### config.mk
export PLATFORM = sky130hd
export DESIGN_NAME = ddr_init_seq
export DESIGN_NICKNAME = d
export VERILOG_FILES = /design/src/rtl/ddr_init_pkg.sv /design/src/rtl/ddr_init_cnt.sv /design/src/rtl/ddr_init_cmd_enc.sv /design/src/rtl/ddr_init_seq.sv
export SDC_FILE = /design/constraint.sdc
export NUM_CORES = 1
export LEC_CHECK = 0
export CAP_MARGIN = 20
export CELL_PAD_IN_SITES_DETAIL_PLACEMENT = 0
export CELL_PAD_IN_SITES_GLOBAL_PLACEMENT = 1
export CORE_ASPECT_RATIO = 1.75
export CORE_MARGIN = 4
export CORE_UTILIZATION = 40
export CTS_CLUSTER_DIAMETER = 200
export DETAILED_ROUTE_END_ITERATION = 8
export PLACE_DENSITY_LB_ADDON = 0.15
export SLEW_MARGIN = 25
export SYNTH_ARGS = -nofsm -noshare
export SYNTH_HDL_FRONTEND = slang
export SYNTH_SLANG_ARGS = --single-unit
export TNS_END_PERCENT = 5
### constraint.sdc
create_clock -name clk -period 2.73 [get_ports clk]
set_clock_uncertainty 0.1 [all_clocks]
set_input_delay 0.273 -clock clk [delete_from_list [all_inputs] [get_ports clk]]
set_output_delay 0.273 -clock clk [all_outputs]
set_load 0.1 [all_outputs]
### src/rtl/ddr_init_pkg.sv
package ddr_init_pkg;

    typedef enum logic [4:0] {
        ST_STAB, ST_CKE_UP,
        ST_PALL1, ST_W_RP1,
        ST_EMR, ST_W_MRD1,
        ST_MRS_RST, ST_W_MRD2,
        ST_PALL2, ST_W_RP2,
        ST_REF1, ST_W_RFC1,
        ST_REF2, ST_W_RFC2,
        ST_MRS_CLR, ST_W_MRD3,
        ST_DLL_WAIT, ST_DONE
    } seq_state_e;

    typedef enum logic [1:0] {
        OP_NOP, OP_PRE_ALL, OP_REFRESH, OP_MODE
    } mem_op_e;

    typedef struct packed {
        logic        cke;
        logic        cs_n;
        logic        ras_n;
        logic        cas_n;
        logic        we_n;
        logic [1:0]  ba;
        logic [11:0] addr;
    } mem_pins_t;

    localparam logic [1:0]  BA_MODE     = 2'b00;
    localparam logic [1:0]  BA_EXT_MODE = 2'b01;
    localparam logic [11:0] ADDR_A10    = 12'h400;
    localparam logic [2:0]  CAS_LAT_3   = 3'b011;

    function automatic int unsigned max2(input int unsigned a, input int unsigned b);
        return (a > b) ? a : b;
    endfunction

    // Shortest legal spacing between two commands.
    function automatic int unsigned gap_of(input int unsigned t);
        return max2(t, 2);
    endfunction

    function automatic logic [11:0] mode_word(input logic [2:0] bl_code,
                                              input logic       interleave,
                                              input logic       dll_reset);
        return {3'b000, dll_reset, 1'b0, CAS_LAT_3, interleave, bl_code};
    endfunction

endpackage

### src/rtl/ddr_init_cnt.sv
module ddr_init_cnt #(
    parameter int unsigned   W       = 8,
    parameter logic [W-1:0]  RST_VAL = '0
) (
    input  logic         clk,
    input  logic         rst,
    input  logic         load,
    input  logic [W-1:0] load_val,
    output logic         zero
);
    logic [W-1:0] cnt;

    always_ff @(posedge clk) begin
        if (rst)
            cnt <= RST_VAL;
        else if (load)
            cnt <= load_val;
        else if (cnt != '0)
            cnt <= cnt - W'(1);
    end

    assign zero = (cnt == '0);
endmodule

### src/rtl/ddr_init_cmd_enc.sv
module ddr_init_cmd_enc
    import ddr_init_pkg::*;
(
    input  logic        cke_on,
    input  mem_op_e     op,
    input  logic [1:0]  ba_in,
    input  logic [11:0] addr_in,
    output mem_pins_t   pins
);
    always_comb begin
        pins.cke  = cke_on;
        pins.ba   = ba_in;
        pins.addr = addr_in;
        unique case (op)
            OP_PRE_ALL: {pins.cs_n, pins.ras_n, pins.cas_n, pins.we_n} = 4'b0010;
            OP_REFRESH: {pins.cs_n, pins.ras_n, pins.cas_n, pins.we_n} = 4'b0001;
            OP_MODE:    {pins.cs_n, pins.ras_n, pins.cas_n, pins.we_n} = 4'b0000;
            default:    {pins.cs_n, pins.ras_n, pins.cas_n, pins.we_n} = 4'b0111;
        endcase
    end
endmodule

### src/rtl/ddr_init_seq.sv
module ddr_init_seq
    import ddr_init_pkg::*;
#(
    parameter int unsigned T_STAB           = 25000,
    parameter int unsigned T_RP             = 3,
    parameter int unsigned T_MRD            = 2,
    parameter int unsigned T_RFC            = 10,
    parameter int unsigned T_DLL            = 200,
    parameter logic [2:0]  BURST_LEN_CODE   = 3'b011,
    parameter logic        BURST_INTERLEAVE = 1'b0
) (
    input  logic        clk,
    input  logic        rst,
    output logic        cke,
    output logic        cs_n,
    output logic        ras_n,
    output logic        cas_n,
    output logic        we_n,
    output logic [1:0]  ba,
    output logic [11:0] addr,
    output logic        init_done
);
    localparam int unsigned STAB_C  = max2(T_STAB, 1);
    localparam int unsigned DLL_C   = max2(T_DLL, 1);
    localparam int unsigned CNT_MAX = max2(max2(STAB_C, gap_of(T_RP)),
                                           max2(gap_of(T_MRD), gap_of(T_RFC)));
    localparam int unsigned WAIT_W  = $clog2(CNT_MAX + 1);
    localparam int unsigned DLL_W   = $clog2(DLL_C + 1);

    localparam logic [WAIT_W-1:0] LD_STAB = WAIT_W'(STAB_C - 1);
    localparam logic [WAIT_W-1:0] LD_RP   = WAIT_W'(gap_of(T_RP) - 2);
    localparam logic [WAIT_W-1:0] LD_MRD  = WAIT_W'(gap_of(T_MRD) - 2);
    localparam logic [WAIT_W-1:0] LD_RFC  = WAIT_W'(gap_of(T_RFC) - 2);
    localparam logic [DLL_W-1:0]  LD_DLL  = DLL_W'(DLL_C - 1);

    localparam logic [11:0] MODE_RST = mode_word(BURST_LEN_CODE, BURST_INTERLEAVE, 1'b1);
    localparam logic [11:0] MODE_CLR = mode_word(BURST_LEN_CODE, BURST_INTERLEAVE, 1'b0);

    seq_state_e        st, st_nxt;
    logic              wait_load, wait_zero;
    logic [WAIT_W-1:0] wait_val;
    logic              dll_load, dll_zero;
    logic              cke_on;
    mem_op_e           op;
    logic [1:0]        ba_sel;
    logic [11:0]       addr_sel;
    mem_pins_t         pins;

    ddr_init_cnt #(.W(WAIT_W), .RST_VAL(LD_STAB)) u_wait_cnt (
        .clk(clk), .rst(rst), .load(wait_load), .load_val(wait_val), .zero(wait_zero)
    );

    ddr_init_cnt #(.W(DLL_W), .RST_VAL(LD_DLL)) u_dll_cnt (
        .clk(clk), .rst(rst), .load(dll_load), .load_val(LD_DLL), .zero(dll_zero)
    );

    always_ff @(posedge clk) begin
        if (rst) st <= ST_STAB;
        else     st <= st_nxt;
    end

    always_comb begin
        st_nxt    = st;
        wait_load = 1'b0;
        wait_val  = '0;
        dll_load  = 1'b0;
        cke_on    = 1'b1;
        op        = OP_NOP;
        ba_sel    = '0;
        addr_sel  = '0;
        unique case (st)
            ST_STAB: begin
                cke_on = 1'b0;
                if (wait_zero) st_nxt = ST_CKE_UP;
            end
            ST_CKE_UP:   st_nxt = ST_PALL1;
            ST_PALL1: begin
                op = OP_PRE_ALL; addr_sel = ADDR_A10;
                wait_load = 1'b1; wait_val = LD_RP; st_nxt = ST_W_RP1;
            end
            ST_W_RP1:    if (wait_zero) st_nxt = ST_EMR;
            ST_EMR: begin
                op = OP_MODE; ba_sel = BA_EXT_MODE;
                wait_load = 1'b1; wait_val = LD_MRD; st_nxt = ST_W_MRD1;
            end
            ST_W_MRD1:   if (wait_zero) st_nxt = ST_MRS_RST;
            ST_MRS_RST: begin
                op = OP_MODE; ba_sel = BA_MODE; addr_sel = MODE_RST;
                dll_load = 1'b1;
                wait_load = 1'b1; wait_val = LD_MRD; st_nxt = ST_W_MRD2;
            end
            ST_W_MRD2:   if (wait_zero) st_nxt = ST_PALL2;
            ST_PALL2: begin
                op = OP_PRE_ALL; addr_sel = ADDR_A10;
                wait_load = 1'b1; wait_val = LD_RP; st_nxt = ST_W_RP2;
            end
            ST_W_RP2:    if (wait_zero) st_nxt = ST_REF1;
            ST_REF1: begin
                op = OP_REFRESH;
                wait_load = 1'b1; wait_val = LD_RFC; st_nxt = ST_W_RFC1;
            end
            ST_W_RFC1:   if (wait_zero) st_nxt = ST_REF2;
            ST_REF2: begin
                op = OP_REFRESH;
                wait_load = 1'b1; wait_val = LD_RFC; st_nxt = ST_W_RFC2;
            end
            ST_W_RFC2:   if (wait_zero) st_nxt = ST_MRS_CLR;
            ST_MRS_CLR: begin
                op = OP_MODE; ba_sel = BA_MODE; addr_sel = MODE_CLR;
                wait_load = 1'b1; wait_val = LD_MRD; st_nxt = ST_W_MRD3;
            end
            ST_W_MRD3:   if (wait_zero) st_nxt = ST_DLL_WAIT;
            ST_DLL_WAIT: if (dll_zero) st_nxt = ST_DONE;
            ST_DONE:     st_nxt = ST_DONE;
            default:     st_nxt = ST_STAB;
        endcase
    end

    ddr_init_cmd_enc u_enc (
        .cke_on(cke_on), .op(op), .ba_in(ba_sel), .addr_in(addr_sel), .pins(pins)
    );

    assign cke       = pins.cke;
    assign cs_n      = pins.cs_n;
    assign ras_n     = pins.ras_n;
    assign cas_n     = pins.cas_n;
    assign we_n      = pins.we_n;
    assign ba        = pins.ba;
    assign addr      = pins.addr;
    assign init_done = (st == ST_DONE);
endmodule

Word-level counts from Yosys, hierarchy flattened
Cells that the tools add are included.
{"block": "op_classes", "addsub": 2, "eq_ne": 29, "n_mux": 20, "reduce_logical": 12}
{"operator": "$pmux W5 S18", "n": 1}
{"operator": "$mux W5", "n": 9}
{"operator": "$eq A5 B4 Y1 const B", "n": 8}
{"operator": "$pmux W11 S3", "n": 1}
{"operator": "$mux W15", "n": 2}
{"operator": "$eq A5 B3 Y1 const B", "n": 4}
{"operator": "$ne A2 B1 Y1 const B", "n": 8}
{"operator": "$logic_not A15 Y1", "n": 1}
{"operator": "$reduce_bool A15 Y1", "n": 1}
{"operator": "$sub A15 B1 Y15 const B", "n": 1}
{"operator": "$eq A5 B2 Y1 const B", "n": 2}
{"operator": "$eq A5 B5 Y1 const B", "n": 2}
{"operator": "$pmux W3 S3", "n": 1}
{"operator": "$reduce_and A9 Y1", "n": 1}
{"operator": "$logic_not A8 Y1", "n": 1}
{"operator": "$pmux W4 S2", "n": 1}
{"operator": "$reduce_bool A8 Y1", "n": 1}
{"operator": "$sub A8 B1 Y8 const B", "n": 1}
{"operator": "$reduce_or A7 Y1", "n": 1}
{"operator": "$pmux W2 S3", "n": 1}
{"operator": "$reduce_or A2 Y1", "n": 3}
{"operator": "$eq A5 B1 Y1 const B", "n": 1}
{"operator": "$logic_not A5 Y1", "n": 1}
{"operator": "$eq A2 B2 Y1 const B", "n": 2}
{"operator": "5 further kinds", "n": 8}
{"block": "totals", "register_bits": 28, "inputBits": 2, "out_inout_bits": 20, "wordCells": 66}

Depth between registers and ports, before layout
Gate-level depths: netlist of the first run.
{"block": "logic_depth", "depth_word": 5, "mapped_depth": 7, "ltp_nobuf": 6}

Modules after synthesis
Synthesis of the first run repeated with hierarchy kept, for this count alone.
{"block": "hier_totals", "cells_unflattened": 229, "area_unflattened_um2": 1829.3}
{"mod": "ddr_init_cnt (u_wait_cnt)", "instances": 1, "cells_each": 106, "area_each_um2": 869.6, "seq_area_each_um2": 300.3}
{"mod": "ddr_init_cnt (u_dll_cnt)", "instances": 1, "cells_each": 53, "area_each_um2": 444.2, "seq_area_each_um2": 160.2}
{"mod": "ddr_init_seq", "instances": 1, "cells_each": 50, "area_each_um2": 380.4, "seq_area_each_um2": 100.1}
{"mod": "ddr_init_cmd_enc", "instances": 1, "cells_each": 20, "area_each_um2": 135.1, "seq_area_each_um2": 0.0}

Worst setup path before layout of the first run
Ideal clock, no wire load.
{"block": "synth_path", "path_type": "register to register", "startpoint": "register st[1]", "endpoint": "register u_dll_cnt.cnt[4]", "setup_ps": 120, "t_arrival_ps": 4684, "t_required_ps": 2510, "slack_ps": -2175, "stages_incl_launch_ff": 6, "path_buffers": 1, "period_less_slack_ps": 4905, "path_cell_list": "dfxtp_1 > clkbuf_1 > nor4bb_1 > a21oi_1 > nand2_1 > nor2_1"}
{"block": "synth_between", "elab_chain_cells": 3}
{"element": "start, declared", "line_no": "ddr_init_seq.sv:39", "rtl": "seq_state_e st, st_nxt;"}
{"element": "start signal, assigned", "line_no": "ddr_init_seq.sv:59", "rtl": "else st <= st_nxt;"}
{"element": "$eq A5 B3 Y1", "line_no": "ddr_init_seq.sv:71", "rtl": "unique case (st)"}
{"element": "$mux W1", "line_no": "ddr_init_seq.sv:71"}
{"element": "$reduce_or A2 Y1 (no line)"}
{"element": "end signal, assigned", "line_no": "ddr_init_cnt.sv:17", "rtl": "cnt <= load_val;"}
{"element": "end signal, assigned", "line_no": "ddr_init_cnt.sv:19", "rtl": "cnt <= cnt - W'(1);"}
{"element": "end, declared", "line_no": "ddr_init_cnt.sv:11", "rtl": "logic [W-1:0] cnt;"}
No other way between the ends.
A chain may end at the register's enable or synchronous reset.

Final worst setup path of the first run
{"block": "layout_path", "startpoint": "register u_wait_cnt.cnt[0]", "endpoint": "register u_wait_cnt.cnt[12]"}
{"block": "layout_between", "elab_chain_cells": 3, "elab_cells_between_ends": 5, "cone_classes": "add/sub: 1; mux: 2; reduce/logical: 2"}
{"element": "start, declared", "line_no": "ddr_init_cnt.sv:11"}
{"element": "start signal, assigned", "line_no": "ddr_init_cnt.sv:17"}
{"element": "start signal, assigned", "line_no": "ddr_init_cnt.sv:19"}
{"element": "$sub A15 B1 Y15", "line_no": "ddr_init_cnt.sv:19"}
{"element": "$mux W15", "line_no": "ddr_init_cnt.sv:18", "rtl": "else if (cnt != '0)"}
{"element": "$mux W15", "line_no": "ddr_init_cnt.sv:16", "rtl": "else if (load)"}
Several ways; a longest one is shown, not always the timed one. The select of a mux whose other input is x is not followed.

==> impl_table.tex, run 1 <==
\begin{tabular}{lr}
\hline
Metric & Value \\
\hline
\multicolumn{2}{l}{\textbf{Timing}} \\
Final TNS setup & 0 ns \\
Post-route minimum period & 2.34 ns \\
Fmax & 427 MHz \\
Final hold violation count & 0 \\
Rel. slew slack & 55.8\% \\
Finish-stage setup viols & 0 \\
Transition time at the pin with the least slew margin & 0.655 ns \\
Setup repair after global routing missed its margin & no \\
Max Transition Viols Final & 0 \\
Final period util & 85.9\% \\
\multicolumn{2}{l}{\textbf{Logic synthesis}} \\
Number of enable-type register cells in the synthesized netlist & 0 \\
Area fraction of the dominant cell type after synthesis & 34.6\% \\
Top area cells in the synthesized netlist & sky130\_fd\_sc\_hd\_\_dfxtp\_1 (35\%), sky130\_fd\_sc\_hd\_\_buf\_4 (5.1\%), sky130\_fd\_sc\_hd\_\_nand2\_1 (3.7\%), sky130\_fd\_sc\_hd\_\_o21ai\_0 (3.4\%), sky130\_fd\_sc\_hd\_\_or4\_1 (3.2\%) \\
Syn\_area\_per\_cell & 8.17 um\^{}2 \\
Post-synthesis instance area & 0.00162 mm\^{}2 \\
Yosys warnings & 0 \\
Sequential share of the synthesized area & 34.6\% \\
Ys async rst share & 0\% \\
Instance count of the mapped netlist & 198 \\
Post-synthesis cell type count & 48 \\
Primary FF master, synth & sky130\_fd\_sc\_hd\_\_dfxtp\_1 \\
Post-synth top area cell & sky130\_fd\_sc\_hd\_\_dfxtp\_1 \\
Number of register bits inferred by synthesis & 28 \\
\multicolumn{2}{l}{\textbf{Drt}} \\
Wire length per cell after detailed routing & 15.2 um \\
Detailed Route Iter0 Violations & 35 \\
Number of nets with antenna violations after routing & 0 \\
Vias per std cell & 5.83 \\
Routed vias & 1487 \\
Total DRC errors in the routed layout & 0 \\
First-pass iteration count of the detailed router & 4 \\
Final routed wirelength across all metal layers & 3890 um \\
\multicolumn{2}{l}{\textbf{Cells and area}} \\
Antenna Cells & 0 \\
Fraction of layout instances using a drive strength above 1 & 16.9\% \\
Number of nets in the finished design & 213 \\
Fraction of the core area covered by cells at the end of the flow & 45.6\% \\
Area Overhead vs Synth & 10.1\% \\
\multicolumn{2}{l}{\textbf{Global routing}} \\
Number of global-route vias before repair & 1458 \\
GRT Util Overall & 15.1\% \\
Wire length of the first global-routing pass & 6380 um \\
Initial antenna violation count & 0 \\
Pin count of the biggest net entering global routing & 15 \\
Remaining Overflow, GRT & 0 \\
\multicolumn{2}{l}{\textbf{Setup path}} \\
Required time of the critical path & 2.83 ns \\
Worst reg2reg path startpoint & u\_wait\_cnt.cnt[0]\$\_SDFFE\_PP1P\_ \\
Worst setup path class & flop to flop \\
Setup crit end kind & flop \\
Data arrival time at the worst-slack endpoint & 2.44 ns \\
Startpoint Class & flop \\
Critical Path Start & u\_wait\_cnt.cnt[0]\$\_SDFFE\_PP1P\_ \\
Critical path peak fanout & 5 \\
\multicolumn{2}{l}{\textbf{Outcome}} \\
Run status & finished clean \\
\multicolumn{2}{l}{\textbf{Hold path}} \\
Tightest Hold Check Type & flop to flop \\
Start point of the worst min-delay path & u\_dll\_cnt.cnt[3]\$\_SDFFE\_PP0P\_ \\
\multicolumn{2}{l}{\textbf{Floorplan}} \\
Die Span Y & 92.1 um \\
Number of core rows & 30 \\
Top Ports & 22 \\
Die Area & 0.00517 mm\^{}2 \\
Initial Util & 41.4\% \\
Die Wd & 56.1 um \\
Core area & 0.00390 mm\^{}2 \\
\multicolumn{2}{l}{\textbf{Pwr}} \\
Largest vdd supply drop & 0.286 mV \\
Pwr/cell area & 418 mW/mm\^{}2 \\
Leakage power & 0.000682 uW \\
Power after layout & 745 uW \\
\multicolumn{2}{l}{\textbf{CTS}} \\
Clock latency on the worst-skew pair & 0.27 ns \\
Clock net sink count & 28 \\
Number of buffers inserted by post-CTS setup repair & 0 \\
H-tree lvl count & 1 \\
Number of buffers created by CTS & 3 \\
Total of hold buffers inserted after clock tree synthesis & 0 \\
Maximum root-to-sink buffer count & 2 \\
Clock tree from TritonCTS & yes \\
Clock slew at the register clock pins of the worst setup and hold paths & 0.10 ns \\
Clock Tree Root & sky130\_fd\_sc\_hd\_\_clkbuf\_8 \\
Quantity of gates resized following cts & 0 \\
\multicolumn{2}{l}{\textbf{Placement}} \\
Number of buffers added on ports & 13 \\
HPWL Detailed & 2980 um \\
Final weighted congestion of routability-driven global placement & 0.839 \\
\multicolumn{2}{l}{\textbf{Run}} \\
Count of maximum capacitance violations & 0 \\
\hline
\end{tabular}
-- per-layer routing --
| layer | track usage, % | vias up | wire, um |
|---|---|---|---|
| li1 | - | 737 | - |
| met1 | 15.7 | 703 | 1590 |
| met2 | 28.9 | 36 | 2090 |
| met3 | 1.69 | 11 | 98 |
| met4 | 7.52 | 0 | 108 |
| met5 | 0 | - | 0 |
-- report_power, final --
part / internal (uW) / switching (uW) / leakage (uW)
clock: 99.0 / 126 / 0.0000216
combinational: 20.0 / 71.5 / 0.000433
sequential: 418 / 10.2 / 0.000227
-- path summary, 6_finish.rpt --
check,end,slack (ns),cells past startpoint
min reg2reg,u_dll_cnt.cnt[3]$_SDFFE_PP0P_,0.39,2
max reg2reg,u_wait_cnt.cnt[12]$_SDFFE_PP0P_,0.39,6
min,u_dll_cnt.cnt[3]$_SDFFE_PP0P_,0.39,2
max,u_wait_cnt.cnt[12]$_SDFFE_PP0P_,0.39,6
-- final cells by class --
type	count	area, um^2
fill	421	2120
multi-input combinational	149	952
sequential	28	561
timing repair buffer	17	130
tap	48	60.1
clock buffer	3	41.3
inverter	10	37.5
-- registers in the layout, summed over array words and instances (netlist names) --
signal          cells
st                  5
u_wait_cnt.cnt     15
u_dll_cnt.cnt       8
-- Yosys cell counts (all sizes together), types with 3 or more instances --
| master | count |
|---|---|
| dfxtp | 28 |
| nand2 | 16 |
| buf | 12 |
| nor2 | 12 |
| o21ai | 11 |
| a21oi | 10 |
| nor3 | 10 |
| inv | 9 |
| or4 | 8 |
| clkbuf | 6 |
| nor4 | 6 |
| or2 | 6 |
| xnor2 | 6 |
| or3 | 5 |
| nand3 | 4 |
| nand4b | 4 |
| o211ai | 4 |
| and4 | 3 |
| nand4 | 3 |
| o31ai | 3 |
-- stage by stage --
| stage | instances | cell area (um^2) | worst slack [ns] | hold slack, ns |
|---|---|---|---|---|
| finish | 255 | 1780 | 0.386 | 0.389 |
| global route | 255 | 1780 | 0.245 | 0.428 |
| CTS | 255 | 1780 | 0.376 | 0.395 |
| detailed placement | 252 | 1740 | 0.419 | 0.382 |
| global placement | 252 | 1740 | 0.508 | 0.384 |
| floorplan | 205 | 1660 | -0.621 | 0.356 |
-- logic make-up (layout without fill, tap and decap cells) --
logic type	Yosys count	after routing	synth area share, %
simple gates	87	87	31.6
compound gates	42	42	17.4
flops	28	28	34.6
buf+inv	28	30	9.05
xor+xnor	8	8	4.33
fa+ha+maj	2	2	1.55
mux	2	2	1.24
other cells	1	8	0.232
-- placed cells by master (no fill, tap or decap), types with 4 or more instances in the layout --
master                      n
sky130_fd_sc_hd__dfxtp_1   28
sky130_fd_sc_hd__nand2_1   16
sky130_fd_sc_hd__buf_4     16
sky130_fd_sc_hd__nor2_1    12
sky130_fd_sc_hd__o21ai_0   11
sky130_fd_sc_hd__a21oi_1   10
sky130_fd_sc_hd__inv_1      9
sky130_fd_sc_hd__nor3_1     9
sky130_fd_sc_hd__conb_1     8
sky130_fd_sc_hd__or4_1      7
sky130_fd_sc_hd__or2_2      6
sky130_fd_sc_hd__xnor2_1    6
sky130_fd_sc_hd__nor4_1     6
sky130_fd_sc_hd__o211ai_1   4
sky130_fd_sc_hd__nand4b_1   4
sky130_fd_sc_hd__nand3_1    4
-- critical path, cell delays in order (launching register included) --
cell and delay, ns:
sky130_fd_sc_hd__dfxtp_1 0.36, sky130_fd_sc_hd__inv_1 0.10, sky130_fd_sc_hd__ha_1 0.20, sky130_fd_sc_hd__or3b_2 0.47
sky130_fd_sc_hd__or3_4 0.40, sky130_fd_sc_hd__or4_1 0.47, sky130_fd_sc_hd__a21oi_1 0.17
Note: power is estimated with default switching activity, not from simulation.
==> run 2: changes to the inputs <==
==> constraint.sdc (replaced) <==
create_clock -name clk -period 2.73 [get_ports clk]
set_clock_uncertainty 0.1 [all_clocks]
set_input_delay 0.4095 -clock clk [delete_from_list [all_inputs] [get_ports clk]]
set_output_delay 0.4095 -clock clk [all_outputs]
set_load 0.1 [all_outputs]
==> impl_table.tex, run 2 (synthesis results as in run 1) <==
\begin{tabular}{lr}
\hline
Metric & Value \\
\hline
\multicolumn{2}{l}{\textbf{Drt}} \\
Routed vias & 1454 (-2.2\%) \\
Detailed Route Iter0 Violations & 31 (-11\%) \\
First-pass iteration count of the detailed router & 4 (unchanged) \\
Final routed wirelength across all metal layers & 3960 um (+1.8\%) \\
Wire length per cell after detailed routing & 15.5 um (+1.4\%) \\
Number of nets with antenna violations after routing & 0 (unchanged) \\
Total DRC errors in the routed layout & 0 (unchanged) \\
Vias per std cell & 5.68 (-2.6\%) \\
\multicolumn{2}{l}{\textbf{Timing}} \\
Post-route minimum period & 2.53 ns (+0.184 ns) \\
Setup repair after global routing missed its margin & no \\
Final hold violation count & 0 (unchanged) \\
Rel. slew slack & 53.9\% (-1.9 points) \\
Finish-stage setup viols & 0 (unchanged) \\
Fmax & 396 MHz (-7.3\%) \\
Transition time at the pin with the least slew margin & 0.684 ns (+0.0294 ns) \\
Final period util & 92.6\% (+6.7 points) \\
Max Transition Viols Final & 0 (unchanged) \\
Final TNS setup & 0 ns (unchanged) \\
\multicolumn{2}{l}{\textbf{Run}} \\
Count of maximum capacitance violations & 0 (unchanged) \\
\multicolumn{2}{l}{\textbf{Setup path}} \\
Stage delay of the slowest cell on the critical path & 0.42 ns (-0.05 ns) \\
Cell breakdown of the critical path & or2\_2 > nor2\_1 > clkinv\_1 > buf\_12 \\
Setup crit end kind & primary output \\
Critical path peak fanout & 9 (+4) \\
Worst reg2reg path startpoint & u\_wait\_cnt.cnt[0]\$\_SDFFE\_PP1P\_ \\
Startpoint Class & flop \\
Critical Path Start & st[4]\$\_SDFFE\_PP0P\_ \\
Data arrival time at the worst-slack endpoint & 2.02 ns (-0.42 ns) \\
Critical-path cell with the highest stage delay & sky130\_fd\_sc\_hd\_\_dfxtp\_1 \\
Required time of the critical path & 2.22 ns (-0.61 ns) \\
Worst setup path class & flop to primary output \\
\multicolumn{2}{l}{\textbf{CTS}} \\
Clock net sink count & 28 (unchanged) \\
Clock Tree Root & sky130\_fd\_sc\_hd\_\_clkbuf\_8 \\
Number of buffers inserted by post-CTS setup repair & 0 (unchanged) \\
Clock slew at the register clock pins of the worst setup and hold paths & 0.10 ns (about the same) \\
Quantity of gates resized following cts & 0 (unchanged) \\
H-tree lvl count & 1 (unchanged) \\
Number of buffers created by CTS & 3 (unchanged) \\
Clock tree from TritonCTS & yes \\
Total of hold buffers inserted after clock tree synthesis & 0 (unchanged) \\
Clock latency on the worst-skew pair & 0.28 ns (about the same) \\
Maximum root-to-sink buffer count & 2 (unchanged) \\
\multicolumn{2}{l}{\textbf{Floorplan}} \\
Number of core rows & 30 (unchanged) \\
Die Wd & 56.1 um (unchanged) \\
Die Span Y & 92.1 um (unchanged) \\
Initial Util & 41.4\% (unchanged) \\
Die Area & 0.00517 mm\^{}2 (unchanged) \\
Top Ports & 22 (unchanged) \\
Core area & 0.00390 mm\^{}2 (unchanged) \\
\multicolumn{2}{l}{\textbf{Hold path}} \\
Tightest Hold Check Type & flop to flop \\
Start point of the worst min-delay path & u\_dll\_cnt.cnt[3]\$\_SDFFE\_PP0P\_ \\
\multicolumn{2}{l}{\textbf{Cells and area}} \\
Max FFs per register & 15 (unchanged) \\
Most frequent cells in the layout & sky130\_fd\_sc\_hd\_\_dfxtp\_1 (28), sky130\_fd\_sc\_hd\_\_nand2\_1 (16), sky130\_fd\_sc\_hd\_\_buf\_4 (15) \\
Largest registers & u\_wait\_cnt.cnt x15, u\_dll\_cnt.cnt x8, st x5 \\
Register containing the most flip-flops in the final layout & u\_wait\_cnt.cnt \\
Fraction of the core area covered by cells at the end of the flow & 46.9\% (+1.2 points) \\
Antenna Cells & 0 (unchanged) \\
Filler cells & 413 (-1.9\%) \\
Fraction of layout instances using a drive strength above 1 & 17.8\% (+0.88 points) \\
Number of nets in the finished design & 213 (unchanged) \\
Most common cell after layout, fill and taps aside & sky130\_fd\_sc\_hd\_\_dfxtp\_1 \\
Area Overhead vs Synth & 13.1\% \\
\multicolumn{2}{l}{\textbf{Pwr}} \\
Leakage power & 0.000708 uW (+3.9\%) \\
Pwr/cell area & 465 mW/mm\^{}2 (+11\%) \\
Largest vdd supply drop & 0.257 mV (-10\%) \\
\multicolumn{2}{l}{\textbf{Global routing}} \\
Initial antenna violation count & 0 (unchanged) \\
GRT Util Overall & 15.6\% (+0.48 points) \\
Pin count of the biggest net entering global routing & 17 (+2) \\
Remaining Overflow, GRT & 0 (unchanged) \\
Wire length of the first global-routing pass & 6590 um (+3.2\%) \\
Number of global-route vias before repair & 1424 (-2.3\%) \\
\multicolumn{2}{l}{\textbf{Placement}} \\
Number of buffers added on ports & 13 (unchanged) \\
Final weighted congestion of routability-driven global placement & 0.950 (+13\%) \\
HPWL Detailed & 3070 um (+2.8\%) \\
\multicolumn{2}{l}{\textbf{Outcome}} \\
Run status & finished clean \\
\hline
\end{tabular}
## run 2: path summary, 6_finish.rpt
| kind | to | slack [ns] | depth (start not counted) |
|---|---|---|---|
| worst max-delay path | ras_n | 0.20 | 4 |
| worst min-delay path | u_dll_cnt.cnt[3]$_SDFFE_PP0P_ | 0.40 | 2 |
| worst max register to register | u_wait_cnt.cnt[12]$_SDFFE_PP0P_ | 0.42 | 6 |
| worst min register to register | u_dll_cnt.cnt[3]$_SDFFE_PP0P_ | 0.40 | 2 |
## run 2: per-layer routing
metal  vias up  part of all wire, %  GRT usage, %
met3         4                  2.5          2.25
met4         0                  1.1          6.14
met5         -                    0             0
met2        21                   55          29.2
li1        730                    -             -
met1       699                   42          17.2
## run 2: final cells by class
class	instances	area, um^2	area share, %
clock inverters	1	30.0	1.64
clock buffers	3	41.3	2.26
repair buffers	17	143	7.80
inverters	10	37.5	2.05
well taps	48	60.1	3.28
multi-input cells	149	957	52.3
flip-flops and latches	28	561	30.6
## run 2: per-stage QoR
| step | hold WS (ns) | instances | setup WS (ns) | total power (uW) | area (um^2) |
|---|---|---|---|---|---|
| 4_1_cts | 0.401 | 256 | 0.209 | 854 | 1830 |
| 5_1_grt | 0.414 | 256 | 0.0898 | 882 | 1830 |
| 6_report | 0.399 | 256 | 0.203 | 851 | 1830 |
| 3_5_place_dp | 0.386 | 252 | 0.441 | 528 | 1760 |
| 3_3_place_gp | 0.371 | 252 | 0.496 | 526 | 1760 |
| 2_1_floorplan | 0.356 | 205 | -0.682 | 523 | 1660 |
## run 2: worst max-delay path, delay by kind of cell (launching register included)
family,cells,cell delay (ns)
flops,1,0.42
simple gates,2,0.66
buf+inv,2,0.66
## run 2: where the power goes
group	internal [uW]	switching, uW
logic	19.1	70.9
clock network	196	136
registers	418	10.8
total	633	218
